File: src/rtl/rdbuf_pkg.sv
// Shared constants for the circular read buffer event tracker.
// Assumes: status vector bit positions are fixed and decoded by software.
package rdbuf_pkg;
    localparam int IRQ_FLIP  = 0;
    localparam int IRQ_WMARK = 1;
    localparam int IRQ_N     = 2;
endpackage

File: src/rtl/rdbuf_addr_ctr.sv
// Tracks the current read address, the command start address and the
// number of bytes read in the running command.
// Assumes: a start strobe takes precedence over a byte strobe in the same cycle.
module rdbuf_addr_ctr #(
    parameter int ADDR_W = 32
) (
    input  logic              clk,
    input  logic              rst_n,
    input  logic              cmd_start,
    input  logic [ADDR_W-1:0] cmd_addr,
    input  logic              byte_rd,
    output logic              rd_fire,
    output logic [ADDR_W-1:0] cur_addr,
    output logic [ADDR_W-1:0] start_addr,
    output logic [ADDR_W-1:0] byte_cnt
);
    // A byte strobe is accepted only when no command starts in that cycle.
    assign rd_fire = byte_rd && !cmd_start;

    // Load on command start, advance on each accepted byte.
    always_ff @(posedge clk) begin
        if (!rst_n) begin
            cur_addr   <= '0;
            start_addr <= '0;
            byte_cnt   <= '0;
        end else if (cmd_start) begin
            cur_addr   <= cmd_addr;
            start_addr <= cmd_addr;
            byte_cnt   <= '0;
        end else if (byte_rd) begin
            cur_addr   <= cur_addr + 1'b1;
            byte_cnt   <= byte_cnt + 1'b1;
        end
    end

    // an accepted byte moves the address forward by exactly one.
    a_r2_addr_step: assert property (@(posedge clk) disable iff (!rst_n)
        rd_fire |=> cur_addr == $past(cur_addr) + 1'b1);

    // the running address always equals start plus bytes read.
    a_r9_addr_sum: assert property (@(posedge clk) disable iff (!rst_n)
        cur_addr == start_addr + byte_cnt);

    // a start strobe loads the given address.
    a_r2_start_load: assert property (@(posedge clk) disable iff (!rst_n)
        cmd_start |=> cur_addr == $past(cmd_addr));
endmodule

File: src/rtl/rdbuf_event_det.sv
// Detects flip and watermark events from the offset of the byte being read.
// Assumes: threshold width equals the in-half offset width; threshold 0 disables.
module rdbuf_event_det #(
    parameter int OFF_W = 11,
    localparam int HALF_W = OFF_W - 1
) (
    input  logic              clk,
    input  logic              rst_n,
    input  logic              rd_fire,
    input  logic [OFF_W-1:0]  rd_off,
    input  logic [HALF_W-1:0] thresh,
    output logic              flip_evt,
    output logic              wmark_evt
);
    logic [HALF_W-1:0] in_half;
    logic [HALF_W:0]   next_pos;

    // Position inside the current half and position after this byte.
    always_comb begin
        in_half  = rd_off[HALF_W-1:0];
        next_pos = {1'b0, in_half} + 1'b1;
    end

    // Flip: the last byte of a half is read.
    assign flip_evt  = rd_fire && (&in_half);
    // Watermark: the position after the read reaches a nonzero threshold.
    assign wmark_evt = rd_fire && (thresh != '0) && (next_pos == {1'b0, thresh});

    // two successive byte reads can never both cross a half boundary.
    a_r3_flip_once: assert property (@(posedge clk) disable iff (!rst_n)
        flip_evt |=> !flip_evt);

    // consecutive bytes cannot both hit the same threshold.
    a_r4_wmark_once: assert property (@(posedge clk) disable iff (!rst_n)
        (wmark_evt && $stable(thresh)) |=> !(wmark_evt && $stable(thresh)));
endmodule

File: src/rtl/rdbuf_irq_status.sv
// Sticky write-1-to-clear status bits, one per event source.
// Assumes: a set in the same cycle as a clear leaves the bit set.
module rdbuf_irq_status #(
    parameter int N = 2
) (
    input  logic         clk,
    input  logic         rst_n,
    input  logic [N-1:0] set_evt,
    input  logic         clr_we,
    input  logic [N-1:0] clr_data,
    output logic [N-1:0] status
);
    for (genvar i = 0; i < N; i++) begin : g_bit
        logic clr_hit;
        assign clr_hit = clr_we && clr_data[i];

        // Hold each bit until cleared; a new event overrides a clear.
        always_ff @(posedge clk) begin
            if (!rst_n)          status[i] <= 1'b0;
            else if (set_evt[i]) status[i] <= 1'b1;
            else if (clr_hit)    status[i] <= 1'b0;
        end

        // an event always leaves its bit set on the next cycle.
        a_r8_set_wins: assert property (@(posedge clk) disable iff (!rst_n)
            set_evt[i] |=> status[i]);
        // a pending bit without a clear stays pending.
        a_r6_sticky: assert property (@(posedge clk) disable iff (!rst_n)
            (status[i] && !clr_hit) |=> status[i]);
        // a clear with no event drops the bit.
        a_r6_clear: assert property (@(posedge clk) disable iff (!rst_n)
            (clr_hit && !set_evt[i]) |=> !status[i]);
    end
endmodule

File: src/rtl/rdbuf_last_addr.sv
// Delays the end-of-command address by a fixed number of cycles and holds it.
// Assumes: the address sum presented with the end strobe is final.
module rdbuf_last_addr #(
    parameter int ADDR_W   = 32,
    parameter int LAST_DLY = 3,
    localparam int NST     = (LAST_DLY > 1) ? LAST_DLY - 1 : 1
) (
    input  logic              clk,
    input  logic              rst_n,
    input  logic              cmd_end,
    input  logic [ADDR_W-1:0] end_addr,
    output logic [ADDR_W-1:0] last_addr
);
    logic              ld_vld;
    logic [ADDR_W-1:0] ld_dat;

    if (LAST_DLY > 1) begin : g_pipe
        logic              vld [NST];
        logic [ADDR_W-1:0] dat [NST];

        // Shift the end strobe and its address through the delay stages.
        always_ff @(posedge clk) begin
            if (!rst_n) begin
                for (int k = 0; k < NST; k++) begin
                    vld[k] <= 1'b0;
                    dat[k] <= '0;
                end
            end else begin
                vld[0] <= cmd_end;
                dat[0] <= end_addr;
                for (int k = 1; k < NST; k++) begin
                    vld[k] <= vld[k-1];
                    dat[k] <= dat[k-1];
                end
            end
        end
        assign ld_vld = vld[NST-1];
        assign ld_dat = dat[NST-1];
    end else begin : g_direct
        assign ld_vld = cmd_end;
        assign ld_dat = end_addr;
    end

    // Capture the delayed address into the visible register.
    always_ff @(posedge clk) begin
        if (!rst_n)      last_addr <= '0;
        else if (ld_vld) last_addr <= ld_dat;
    end

    // the register only moves when a delayed end arrives.
    a_r9_last_stable: assert property (@(posedge clk) disable iff (!rst_n)
        !ld_vld |=> $stable(last_addr));
endmodule

File: src/rtl/rdbuf_tracker.sv
// Top of the circular read buffer event tracker: address tracking, event
// detection, sticky status and last-address recording.
// Assumes: reads use incrementing addresses and a 2048-byte buffer in two halves.
module rdbuf_tracker #(
    parameter int ADDR_W    = 32,
    parameter int BUF_BYTES = 2048,
    parameter int LAST_DLY  = 3,
    localparam int OFF_W    = $clog2(BUF_BYTES),
    localparam int THR_W    = OFF_W - 1
) (
    input  logic              clk,
    input  logic              rst_n,
    input  logic              cmd_start_i,
    input  logic [ADDR_W-1:0] cmd_addr_i,
    input  logic              byte_rd_i,
    input  logic              cmd_end_i,
    input  logic [THR_W-1:0]  thresh_i,
    input  logic              clr_we_i,
    input  logic [1:0]        clr_data_i,
    output logic [OFF_W-1:0]  sram_off_o,
    output logic [ADDR_W-1:0] last_addr_o,
    output logic              irq_flip_o,
    output logic              irq_wmark_o
);
    import rdbuf_pkg::*;

    logic              rd_fire;
    logic [ADDR_W-1:0] cur_addr, start_addr, byte_cnt, end_addr;
    logic              flip_evt, wmark_evt;
    logic [IRQ_N-1:0]  set_vec, status;

    rdbuf_addr_ctr #(.ADDR_W(ADDR_W)) u_addr (
        .clk(clk), .rst_n(rst_n), .cmd_start(cmd_start_i), .cmd_addr(cmd_addr_i),
        .byte_rd(byte_rd_i), .rd_fire(rd_fire), .cur_addr(cur_addr),
        .start_addr(start_addr), .byte_cnt(byte_cnt)
    );

    // Buffer offset is the address modulo the buffer size.
    assign sram_off_o = cur_addr[OFF_W-1:0];
    // Stop address of the running command.
    assign end_addr   = start_addr + byte_cnt;

    rdbuf_event_det #(.OFF_W(OFF_W)) u_evt (
        .clk(clk), .rst_n(rst_n), .rd_fire(rd_fire), .rd_off(cur_addr[OFF_W-1:0]),
        .thresh(thresh_i), .flip_evt(flip_evt), .wmark_evt(wmark_evt)
    );

    // Map event pulses onto their status bit positions.
    always_comb begin
        set_vec            = '0;
        set_vec[IRQ_FLIP]  = flip_evt;
        set_vec[IRQ_WMARK] = wmark_evt;
    end

    rdbuf_irq_status #(.N(IRQ_N)) u_irq (
        .clk(clk), .rst_n(rst_n), .set_evt(set_vec), .clr_we(clr_we_i),
        .clr_data(clr_data_i), .status(status)
    );

    assign irq_flip_o  = status[IRQ_FLIP];
    assign irq_wmark_o = status[IRQ_WMARK];

    rdbuf_last_addr #(.ADDR_W(ADDR_W), .LAST_DLY(LAST_DLY)) u_last (
        .clk(clk), .rst_n(rst_n), .cmd_end(cmd_end_i), .end_addr(end_addr),
        .last_addr(last_addr_o)
    );

    // with a zero threshold the watermark bit never rises.
    a_r5_thr_zero: assert property (@(posedge clk) disable iff (!rst_n)
        (thresh_i == '0 && !irq_wmark_o) |=> !irq_wmark_o);
endmodule

File: config.mk
export PLATFORM = sky130hd
export DESIGN_NAME = rdbuf_tracker
export DESIGN_NICKNAME = d
export VERILOG_FILES = /design/src/rtl/rdbuf_pkg.sv /design/src/rtl/rdbuf_addr_ctr.sv /design/src/rtl/rdbuf_event_det.sv /design/src/rtl/rdbuf_irq_status.sv /design/src/rtl/rdbuf_last_addr.sv /design/src/rtl/rdbuf_tracker.sv
export SDC_FILE = /design/constraint.sdc
export NUM_CORES = 1
export LEC_CHECK = 0
export BUFFER_PORTS_ARGS = -buffer_cell sky130_fd_sc_hd__buf_2
export CAP_MARGIN = 20
export CORE_UTILIZATION = 30
export CTS_BUF_LIST = sky130_fd_sc_hd__clkbuf_2
export CTS_CLUSTER_DIAMETER = 50
export DETAILED_ROUTE_END_ITERATION = 10
export GPL_TIMING_DRIVEN = 1
export PLACE_DENSITY = 0.58
export SLEW_MARGIN = 20
export SYNTH_ARGS = -nofsm -noshare
export SYNTH_HDL_FRONTEND = slang
export SYNTH_SLANG_ARGS = --single-unit
File: constraint.sdc
create_clock -name clk -period 3.6 [get_ports clk]
set_input_delay 0.54 -clock clk [delete_from_list [all_inputs] [get_ports clk]]
set_output_delay 0.54 -clock clk [all_outputs]
set_load 0.02 [all_outputs]
==> results_dict.tcl, run 1 <==
set metrics [dict create \
    outcome "complete, but fails checks" \
    violations "design-rule violations" \
    slowest_delay_ns 0.47 \
    cts_root_buf "clkbuf_2" \
    yosysSeqAreaShare_pct 43.6 \
    p_leak_uw 0.00402 \
    synth_top_area_cell "dfxtp_1" \
    slew_headroom_pct 32.3 \
    combinationalPowerShare_pct 8.4 \
    grt_usage_pct 14.1 \
    worstSetupPathType "flop to flop" \
    rsz0062_at_grt "false" \
    netSwitchingFraction_pct 24.8 \
    first_pass_iters 7 \
    crit_required_ns 4.29 \
    final.min_clock_period_ns 2.65 \
    finClkSkew_ns 0.0333 \
    yosysWarnings 0 \
    crit_slowest_cell "a311o_2" \
    insertion_delay_ns 0.75 \
    cts_tree "yes" \
    p_clk_share_pct 35.5 \
    synthArstFlopShare_pct 0 \
    path_clk_slew_ns 0.24 \
    cp-end-kind "flop" \
    final_antenna_net_count 0 \
    ys_seq_elements 175 \
    powerDensity_nw_per_um2 385 \
    ioPinCount 95 \
    max_freq_mhz 378 \
    grt_pass1_wl_um 31400 \
    via_per_inst 4.81 \
    setup_violations 0 \
    port_buffers 94 \
    drt_iter0_markers 348 \
    syn_inst 893 \
    crit_path_start_kind "flop" \
    avgSynthCellArea_um2 9.00 \
    fin_setup_tns_ns 0 \
    synthTopCellsByArea "dfxtp_1 44%, mux2i_1 8.7%, nor2_1 5.4%" \
    yosysMostFrequentCell "dfxtp_1" \
    cp_data_arrival_time_ns 3.34 \
    fp.dieH_um 166 \
    finish.net_count 1089 \
    layout.area.seq_um2 3500 \
    ir_drop_mv 0.188 \
    cts.htree.levels 4 \
    row_count 59 \
    worstMarginPinSlew_ns 1.02 \
    min_path_type "primary input to flop" \
    ys_top_cells_by_count "175 x dfxtp_1, 116 x nor2_1, 70 x mux2i_1, 68 x nand2_1, 54 x a21oi_1" \
    dp_cells 1287 \
    dr_total_vias 6508 \
    grt_max_degree 61 \
    hpwl_um 13900 \
    crit_family "compound AO/OA/AOI/OAI gates" \
    cts_inserted_buffers 17 \
    clock-sinks 175 \
    multi_input_area_um2 4340 \
    cap_viol_max_count 0 \
    path_buf_inv 0 \
    routedWlPerCell_um 14.1 \
    grt-ovfl-total 0 \
    initial_core_util_pct 30.7 \
    core_um2 26100 \
    dp_worst_setup_slack_ns 0.985 \
    dieArea_um2 27400 \
    synthToLayoutAreaGrowth_pct 18.0 \
    wl_um 19100 \
    die_w_um 166 \
    clockBufferDepth 2 \
    cts_resized 0 \
    grt_pass1_vias 6146 \
    synth_nets 977 \
    gp_congestion 0.836 \
    p_switching_uw 906 \
    utilization_pct 36.3 \
    synth-edff-count 0 \
    syn_area_um2 8030 \
    path_cells "ha_1, fa_1, a21o_1, a221oi_2, a21oi_2, a311o_2, a31oi_2, mux2i_1" \
    synth_cell_types 57 \
    setup_slack_ns 0.953 \
    drc 12 \
    seqPwrFrac_pct 56.0 \
    fin_crit_sh_pct 73.5 \
    slew_viol_final 0 \
    hold_violations 0 \
    worstPathMaxFanout 4 \
    netlist.area_leader.share_pct 43.6 \
    antenna_found_initial 1 \
    nFillCells 2717 \
    ys.flop_type "dfxtp_1" \
    drive_gt1_share_pct 13.9 \
    final-instance-count-excl-fill 1354 \
    internal_power_uw 2740 \
]
sequential cells by signal, indices dropped and copies added, names as in the netlist:
| register | count |
|---|---|
| u_last.g_pipe.dat | 64 |
| u_addr.byte_cnt | 32 |
| u_addr.start_addr | 32 |
| u_last.last_addr | 32 |
| u_addr.cur_addr | 11 |
| u_irq.status | 2 |
| u_last.g_pipe.vld | 2 |
what timing repair did:
| item | in CTS | in global routing |
|---|---|---|
| buffers inserted | 0 | 0 |
| endpoints found under the setup margin | 0 | 0 |
| hold endpoints to repair | 31 | 3 |
| hold buffers | 31 | 3 |
tightest hold or removal path: cells and delay by family:
family          cells  cell delay [ns]
simple gates        1             0.11
buf+inv             1             0.10
compound gates      1             0.08
metrics by stage:
stage               instance area [um^2]  total power, uW  hold WS, ns
floorplan                           8030             2260        0.412
global route                        9480             3810       0.0312
finish                              9480             3650       0.0938
CTS                                 9450             3690      0.00415
global placement                    8810             2360        0.417
detailed placement                  8810             2360        0.418
worst paths after layout:
path,slack [ns],depth (start not counted),start,end
hold reg to reg,0.46,1,u_last.g_pipe.dat[0][9]$_SDFF_PN0_,u_last.g_pipe.dat[1][9]$_SDFF_PN0_
setup / recovery,0.95,8,u_addr.byte_cnt[0]$_SDFFE_PP0P_,u_last.g_pipe.dat[0][30]$_SDFF_PN0_
setup reg to reg,0.95,8,u_addr.byte_cnt[0]$_SDFFE_PP0P_,u_last.g_pipe.dat[0][30]$_SDFF_PN0_
hold / removal,0.09,3,cmd_addr_i[1],u_addr.start_addr[1]$_SDFFE_PN0P_
cells by family after synthesis:
kind of cell	after synthesis	synth area share, %
simple gates	349	21.2
flops	175	43.6
compound gates	155	12.1
mux	70	8.72
xor+xnor	61	6.65
buf+inv	49	2.37
fa+ha+maj	34	5.39
cells in the final DEF, fill, tap and decap left out, types with 19 or more instances in the layout:
cell	count
and3_1	22
dfxtp_1	174
nand4_1	19
and2_1	48
dlygate4sd3_1	34
buf_2	94
mux2i_1	70
xnor2_1	23
xor2_1	38
o21ai_0	30
nand2b_1	21
nand2_1	68
a21oi_1	54
ha_1	33
nor2_1	116
power by group through the flow:
stage | Combinational (uW) | Sequential (uW) | Clock [uW]
final | 308 | 2040 | 1300
after global routing | 342 | 2050 | 1420
after CTS | 308 | 2040 | 1330
after detailed placement | 280 | 2080 | 0
after global placement | 277 | 2080 | 0
after floorplan | 192 | 2070 | 0
per-layer routing:
| metal | vias up | wire length, um | GRT usage [%] |
|---|---|---|---|
| met5 | - | 0 | 0 |
| met4 | 0 | 184 | 3.86 |
| met3 | 14 | 656 | 3.35 |
| li1 | 3337 | - | - |
| met2 | 96 | 8750 | 22.5 |
| met1 | 3061 | 9510 | 19.0 |
final cells by class:
class	instances	share of cell area (%)
tap	335	4.42
clock inverter	14	2.49
antenna	1	0.0264
inverter	7	0.277
clock buffer	18	0.950
multi-input combinational	669	45.8
timing repair buffer	135	9.11
sequential	175	37.0
Note: power is estimated with default switching activity, not from simulation.
==> inputs of run 2 (changes only) <==
--- a/config.mk
+++ b/config.mk
@@ -5,6 +5,7 @@
 export SDC_FILE = /design/constraint.sdc
 export NUM_CORES = 1
 export LEC_CHECK = 0
+export ABC_AREA = 1
 export BUFFER_PORTS_ARGS = -buffer_cell sky130_fd_sc_hd__buf_2
 export CAP_MARGIN = 20
 export CORE_UTILIZATION = 30
@@ -12,7 +13,7 @@
 export CTS_CLUSTER_DIAMETER = 50
 export DETAILED_ROUTE_END_ITERATION = 10
 export GPL_TIMING_DRIVEN = 1
-export PLACE_DENSITY = 0.58
+export PLACE_DENSITY = 0.57
 export SLEW_MARGIN = 20
 export SYNTH_ARGS = -nofsm -noshare
 export SYNTH_HDL_FRONTEND = slang
==> constraint.sdc (replaced) <==
create_clock -name clk -period 2.5 [get_ports clk]
set_input_delay 0.375 -clock clk [delete_from_list [all_inputs] [get_ports clk]]
set_output_delay 0.375 -clock clk [all_outputs]
set_load 0.02 [all_outputs]
==> run 2 against run 1 <==
The flow now finishes without violations. Critical path depth up 4. Core utilization grew 0.096 points. Fmax rose by 18%. Synthesized cell count rose by 40%. Worst setup slack lost 0.70 ns. Largest cell class unchanged. Critical endpoint is now u_irq.status[1]$_SDFFE_PN0P_.
==> results_dict.tcl, run 2 <==
set metrics [dict create \
    crit_required_ns 3.22 \
    crit_path_start_kind "flop" \
    initial_core_util_pct 30.7 \
    wl_um 22900 \
    grt_usage_pct 16.1 \
    ir_drop_mv 0.292 \
    place_area_um2 9440 \
    fin_setup_tns_ns 0 \
    ys_top_cells_by_count "336 x nand2_1, 185 x nor2_1, 175 x dfxtp_1, 145 x inv_1, 85 x a21oi_1" \
    synth-edff-count 0 \
    first_pass_iters 5 \
    synthArstFlopShare_pct 0 \
    clock-sinks 175 \
    largest_register_ffs 64 \
    r2r_cells 12 \
    syn_inst 1252 \
    outcome "completed" \
    final.min_clock_period_ns 2.24 \
    whs_ns 0.0853 \
    hold_violations 0 \
    ys_seq_elements 175 \
    fin_area_um2 10200 \
    core_um2 27900 \
    powerDensity_nw_per_um2 492 \
    synth_top_area_cell "dfxtp_1" \
    synth_cell_types 40 \
    drt_iter0_markers 584 \
    finClkSkew_ns 0.0382 \
    insertion_delay_ns 0.76 \
    via_per_inst 4.52 \
    grt_pass1_vias 7415 \
    dieArea_um2 29300 \
    largest_register "u_last.g_pipe.dat" \
    grt_max_degree 66 \
    rr_startpoint "u_addr.cur_addr[1]$_SDFFE_PN0P_" \
    synthTopCellsByArea "dfxtp_1 41%, nand2_1 15%, nor2_1 8.1%" \
    cts.htree.levels 4 \
    ff2ff_setup_slack_ns 0.26 \
    cap_viol_max_count 0 \
    drive_gt1_share_pct 12.5 \
    rsz0062_at_grt "false" \
    yosysSeqAreaShare_pct 40.8 \
    cts_root_buf "clkbuf_2" \
    hpwl_um 17500 \
    cts_inserted_buffers 17 \
    worstMarginPinSlew_ns 0.874 \
    port_buffers 94 \
    cts_tree "yes" \
    final_antenna_net_count 0 \
    grt-ovfl-total 0 \
    setup_violations 0 \
    slew_viol_final 0 \
    timing.rr.end "u_irq.status[1]$_SDFFE_PN0P_" \
    synthToLayoutAreaGrowth_pct 18.4 \
    grt_pass1_wl_um 37000 \
    syn_area_um2 8580 \
    dr_total_vias 8033 \
    min_path_type "primary input to flop" \
    ys.flop_type "dfxtp_1" \
    avgSynthCellArea_um2 6.85 \
    crit_path_end "u_irq.status[1]$_SDFFE_PN0P_" \
    gp_congestion 0.913 \
    worstSetupPathType "flop to flop" \
    startpoint "u_addr.cur_addr[1]$_SDFFE_PN0P_" \
    path_clk_slew_ns 0.26 \
    antenna_found_initial 1 \
    p_leak_uw 0.00483 \
    routedWlPerCell_um 12.9 \
    fin_crit_sh_pct 89.8 \
    worstPathMaxFanout 5 \
    cts_setup_buffers 0 \
    clockBufferDepth 2 \
    yosysMostFrequentCell "nand2_1" \
    utilization_pct 36.4 \
    cp-end-kind "flop" \
    power_uw 5000 \
    netlist.area_leader.share_pct 40.8 \
    synth_nets 1336 \
    cp_data_arrival_time_ns 2.97 \
    ioPinCount 95 \
    fp.dieH_um 171 \
    finish.net_count 1470 \
    yosysWarnings 0 \
    final_common_cell "nand2_1" \
    die_w_um 171 \
    drc 0 \
    row_count 61 \
    max_freq_mhz 445 \
    mostFrequentLayoutCells "336 x nand2_1, 184 x nor2_1, 174 x dfxtp_1" \
    slew_headroom_pct 41.7 \
]
[run 2: cell types whose count changed after synthesis, sizes merged, moves of 29 or more]
cell | previous run | this run
nand3 | 17 | 76
inv | 7 | 148
o21ai | 42 | 76
nor2 | 117 | 200
mux2i | 70 | 0
and2 | 48 | 1
xor2 | 38 | 7
a21oi | 56 | 85
nand2 | 68 | 346
[run 2: layout make-up]
type | count | area (um^2)
fillers | 3085 | 17800
multi-input cells | 895 | 4360
flip-flops and latches | 175 | 3510
repair buffers | 149 | 1000
inverters | 148 | 563
well taps | 378 | 473
clock inverters | 14 | 160
clock buffers | 18 | 90.1
diodes | 1 | 2.50
[run 2: routing by layer]
metal	share of wire [%]	GRT usage [%]	vias to the layer above
met2	44	25.4	184
li1	-	-	4270
met3	3.7	2.34	33
met5	0	0	-
met1	51	22.0	3546
met4	2.2	6.06	0
[run 2: logic make-up (layout without fill, tap and decap cells)]
| logic type | Yosys count | after routing | synth area share (%) |
|---|---|---|---|
| other | 0 | 1 | 0 |
| buffers and inverters | 182 | 329 | 8.34 |
| AO/OA/AOI/OAI | 185 | 185 | 11.4 |
| AND/OR/NAND/NOR | 661 | 661 | 32.8 |
| flip-flops | 175 | 175 | 40.8 |
| adder cells (fa/ha/maj) | 34 | 34 | 5.05 |
| XOR/XNOR | 15 | 15 | 1.53 |
[run 2: power by group]
group          leakage, uW  total (uW)  internal (uW)  switching (uW)
clock network     0.000147        1510            484            1030
logic              0.00326         530            207             323
registers          0.00143        2960           2900            61.0
[run 2: what timing repair did]
item | in CTS | in global routing
hold buffers | 47 | 0
endpoints found under the hold margin | 66 | 0
gates resized for setup | 0 | 2
setup endpoints to repair | 0 | 1
[run 2: how the worst min path moves through the flow]
stage | start | end | slack [ns] | cells past startpoint
finish | cmd_start_i | u_addr.start_addr[10]$_SDFFE_PN0P_ | 0.09 | 3
global route | cmd_start_i | u_addr.start_addr[10]$_SDFFE_PN0P_ | 0.02 | 3
CTS | cmd_start_i | u_addr.start_addr[10]$_SDFFE_PN0P_ | 0.008 | 3
detailed placement | u_last.g_pipe.dat[0][30]$_SDFF_PN0_ | u_last.g_pipe.dat[1][30]$_SDFF_PN0_ | 0.40 | 2
global placement | u_last.g_pipe.dat[0][8]$_SDFF_PN0_ | u_last.g_pipe.dat[1][8]$_SDFF_PN0_ | 0.40 | 2
floorplan | u_last.g_pipe.dat[0][0]$_SDFF_PN0_ | u_last.g_pipe.dat[1][0]$_SDFF_PN0_ | 0.39 | 2
[run 2: metrics by stage]
step	setup slack (ns)	instances
2_1_floorplan	0.646	1252
3_3_place_gp	0.480	1698
3_5_place_dp	0.440	1698
4_1_cts	0.0812	1777
5_1_grt	0.0139	1778
6_report	0.255	1778
[run 2: critical path, cell delays in order (launching register included)]
cell	delay, ns
dfxtp_1	0.49
ha_1	0.29
nand3_1	0.12
inv_1	0.15
nand3_1	0.08
nand2_1	0.10
nand2_1	0.05
nand2_1	0.05
nand3_1	0.07
nor2_1	0.08
nand2_1	0.08
a21oi_1	0.12
dlygate4sd3_1	0.55
==> inputs of run 3 (changes only) <==
--- a/config.mk
+++ b/config.mk
@@ -8,12 +8,12 @@
 export ABC_AREA = 1
 export BUFFER_PORTS_ARGS = -buffer_cell sky130_fd_sc_hd__buf_2
 export CAP_MARGIN = 20
-export CORE_UTILIZATION = 30
+export CORE_UTILIZATION = 42
 export CTS_BUF_LIST = sky130_fd_sc_hd__clkbuf_2
 export CTS_CLUSTER_DIAMETER = 50
 export DETAILED_ROUTE_END_ITERATION = 10
 export GPL_TIMING_DRIVEN = 1
-export PLACE_DENSITY = 0.57
+export PLACE_DENSITY = 0.74
 export SLEW_MARGIN = 20
 export SYNTH_ARGS = -nofsm -noshare
 export SYNTH_HDL_FRONTEND = slang
==> constraint.sdc (replaced) <==
create_clock -name clk -period 2.05 [get_ports clk]
set_input_delay 0.3075 -clock clk [delete_from_list [all_inputs] [get_ports clk]]
set_output_delay 0.3075 -clock clk [all_outputs]
set_load 0.02 [all_outputs]
==> run 3 against run 2 <==
First-iteration DRC count shrank 3.9%. Total power grew 24%. Fmax increased by 16%. Largest cell class unchanged.
==> results_dict.tcl, run 3 (synthesized netlist as in run 2, its figures left out) <==
set metrics [dict create \
    path_common_cell "nor2_1" \
    final_antenna_net_count 0 \
    crit_path_start_kind "flop" \
    min_from "cmd_start_i" \
    cts_root_buf "clkbuf_2" \
    dr_total_vias 8266 \
    mostFrequentLayoutCells "330 x nand2_1, 178 x nor2_1, 163 x dfxtp_1" \
    hold_violations 0 \
    min_path_type "primary input to flop" \
    core_um2 19700 \
    crit_slowest_cell "dfxtp_1" \
    worstMarginPinSlew_ns 0.612 \
    grt_max_degree 117 \
    grt-ovfl-total 0 \
    largest_register "u_last.g_pipe.dat" \
    row_count 51 \
    cts.htree.levels 4 \
    p_leak_uw 0.00495 \
    max_freq_mhz 517 \
    first_pass_iters 5 \
    routedWlPerCell_um 13.1 \
    worstPathMaxFanout 5 \
    drive_gt1_share_pct 16.0 \
    initial_core_util_pct 43.5 \
    ioPinCount 95 \
    dp_cells 1601 \
    rsz0062_at_grt "true" \
    cp_data_arrival_time_ns 2.58 \
    cp-end-kind "flop" \
    final_common_cell "nand2_1" \
    final.min_clock_period_ns 1.93 \
    antenna_found_initial 1 \
    die_w_um 145 \
    hpwl_um 16200 \
    fin_crit_sh_pct 94.3 \
    wl_um 22000 \
    cts_inserted_buffers 17 \
    slowest_delay_ns 0.40 \
    grt_pass1_vias 7578 \
    path_cells "ha_1, a21oi_1, o21ai_0, a21oi_1, nor2_1, nor2_1, nand3_1, nand2_1, nor2_1" \
    dieArea_um2 21000 \
    startpoint "u_addr.start_addr[18]$_SDFFE_PN0P_" \
    largest_register_ffs 64 \
    insertion_delay_ns 0.72 \
    cts_tree "yes" \
    path_clk_slew_ns 0.25 \
    finClkSkew_ns 0.0307 \
    drt_iter0_markers 561 \
    worstSetupPathType "flop to flop" \
    slew_headroom_pct 59.1 \
    power_uw 6200 \
    whs_ns 0.0647 \
    final-instance-count-excl-fill 1683 \
    grt_pass1_wl_um 36500 \
    gp_congestion 0.949 \
    grt_usage_pct 21.4 \
    fp.dieH_um 145 \
    r2r_cells 9 \
    clockBufferDepth 2 \
    powerDensity_nw_per_um2 601 \
    slew_viol_final 0 \
    setup_violations 0 \
    finish.net_count 1489 \
    rr_startpoint "u_addr.start_addr[18]$_SDFFE_PN0P_" \
    cap_viol_max_count 0 \
    drc 0 \
    crit_required_ns 2.70 \
    ir_drop_mv 0.263 \
    via_per_inst 4.91 \
    ff2ff_setup_slack_ns 0.12 \
    hold_depth 3 \
    clock-sinks 175 \
    place_area_um2 9430 \
    synthToLayoutAreaGrowth_pct 20.2 \
    port_buffers 94 \
    outcome "completed" \
    fin_setup_tns_ns 0 \
    fin_area_um2 10300 \
]
run 3: cell type report:
class,instances,area [um^2]
timing repair buffer,168,1160
sequential,175,3530
multi-input combinational,895,4450
clock inverter,14,184
inverter,148,563
tap,265,332
clock buffer,17,85.1
antenna,1,2.50
fill,1939,9410
run 3: timing repair:
action                                 CTS  global route
setup endpoints to repair                0            23
hold buffers                            49             0
resized for setup                        0            43
endpoints found under the hold margin   49             0
setup buffers                            0             1
run 3: worst max-delay path: cells and delay by family (launching register included):
family,cells,cell delay [ns]
and+or+nand+nor,5,0.38
AOI/OAI and AO/OA,3,0.70
DFF,1,0.40
adders and majority gates,1,0.39
run 3: where the power goes:
| group | switching [uW] | internal [uW] | total, uW |
|---|---|---|---|
| clock | 1230 | 702 | 1930 |
| sequential | 69.7 | 3530 | 3600 |
| combinational | 399 | 268 | 668 |
run 3: stage by stage:
step	util, %	setup slack (ns)
2_1_floorplan	-	0.196
3_3_place_gp	47.8	0.0546
3_5_place_dp	47.8	0.0608
4_1_cts	51.7	0.00472
5_1_grt	52.3	-0.0514
6_report	52.3	0.118
run 3: worst paths after layout:
| kind | to |
|---|---|
| worst min-delay path | u_addr.start_addr[14]$_SDFFE_PN0P_ |
| worst max register to register | u_last.g_pipe.dat[0][27]$_SDFF_PN0_ |
| worst min register to register | u_last.g_pipe.dat[1][13]$_SDFF_PN0_ |
| worst max-delay path | u_last.g_pipe.dat[0][27]$_SDFF_PN0_ |
run 3: layer usage:
layer | up-vias | track usage, % | part of all wire [%]
met1 | 3686 | 28.9 | 48
met4 | 0 | 6.91 | 1.9
met5 | - | 0 | 0
met3 | 36 | 3.40 | 5.3
li1 | 4303 | - | -
met2 | 241 | 34.5 | 45
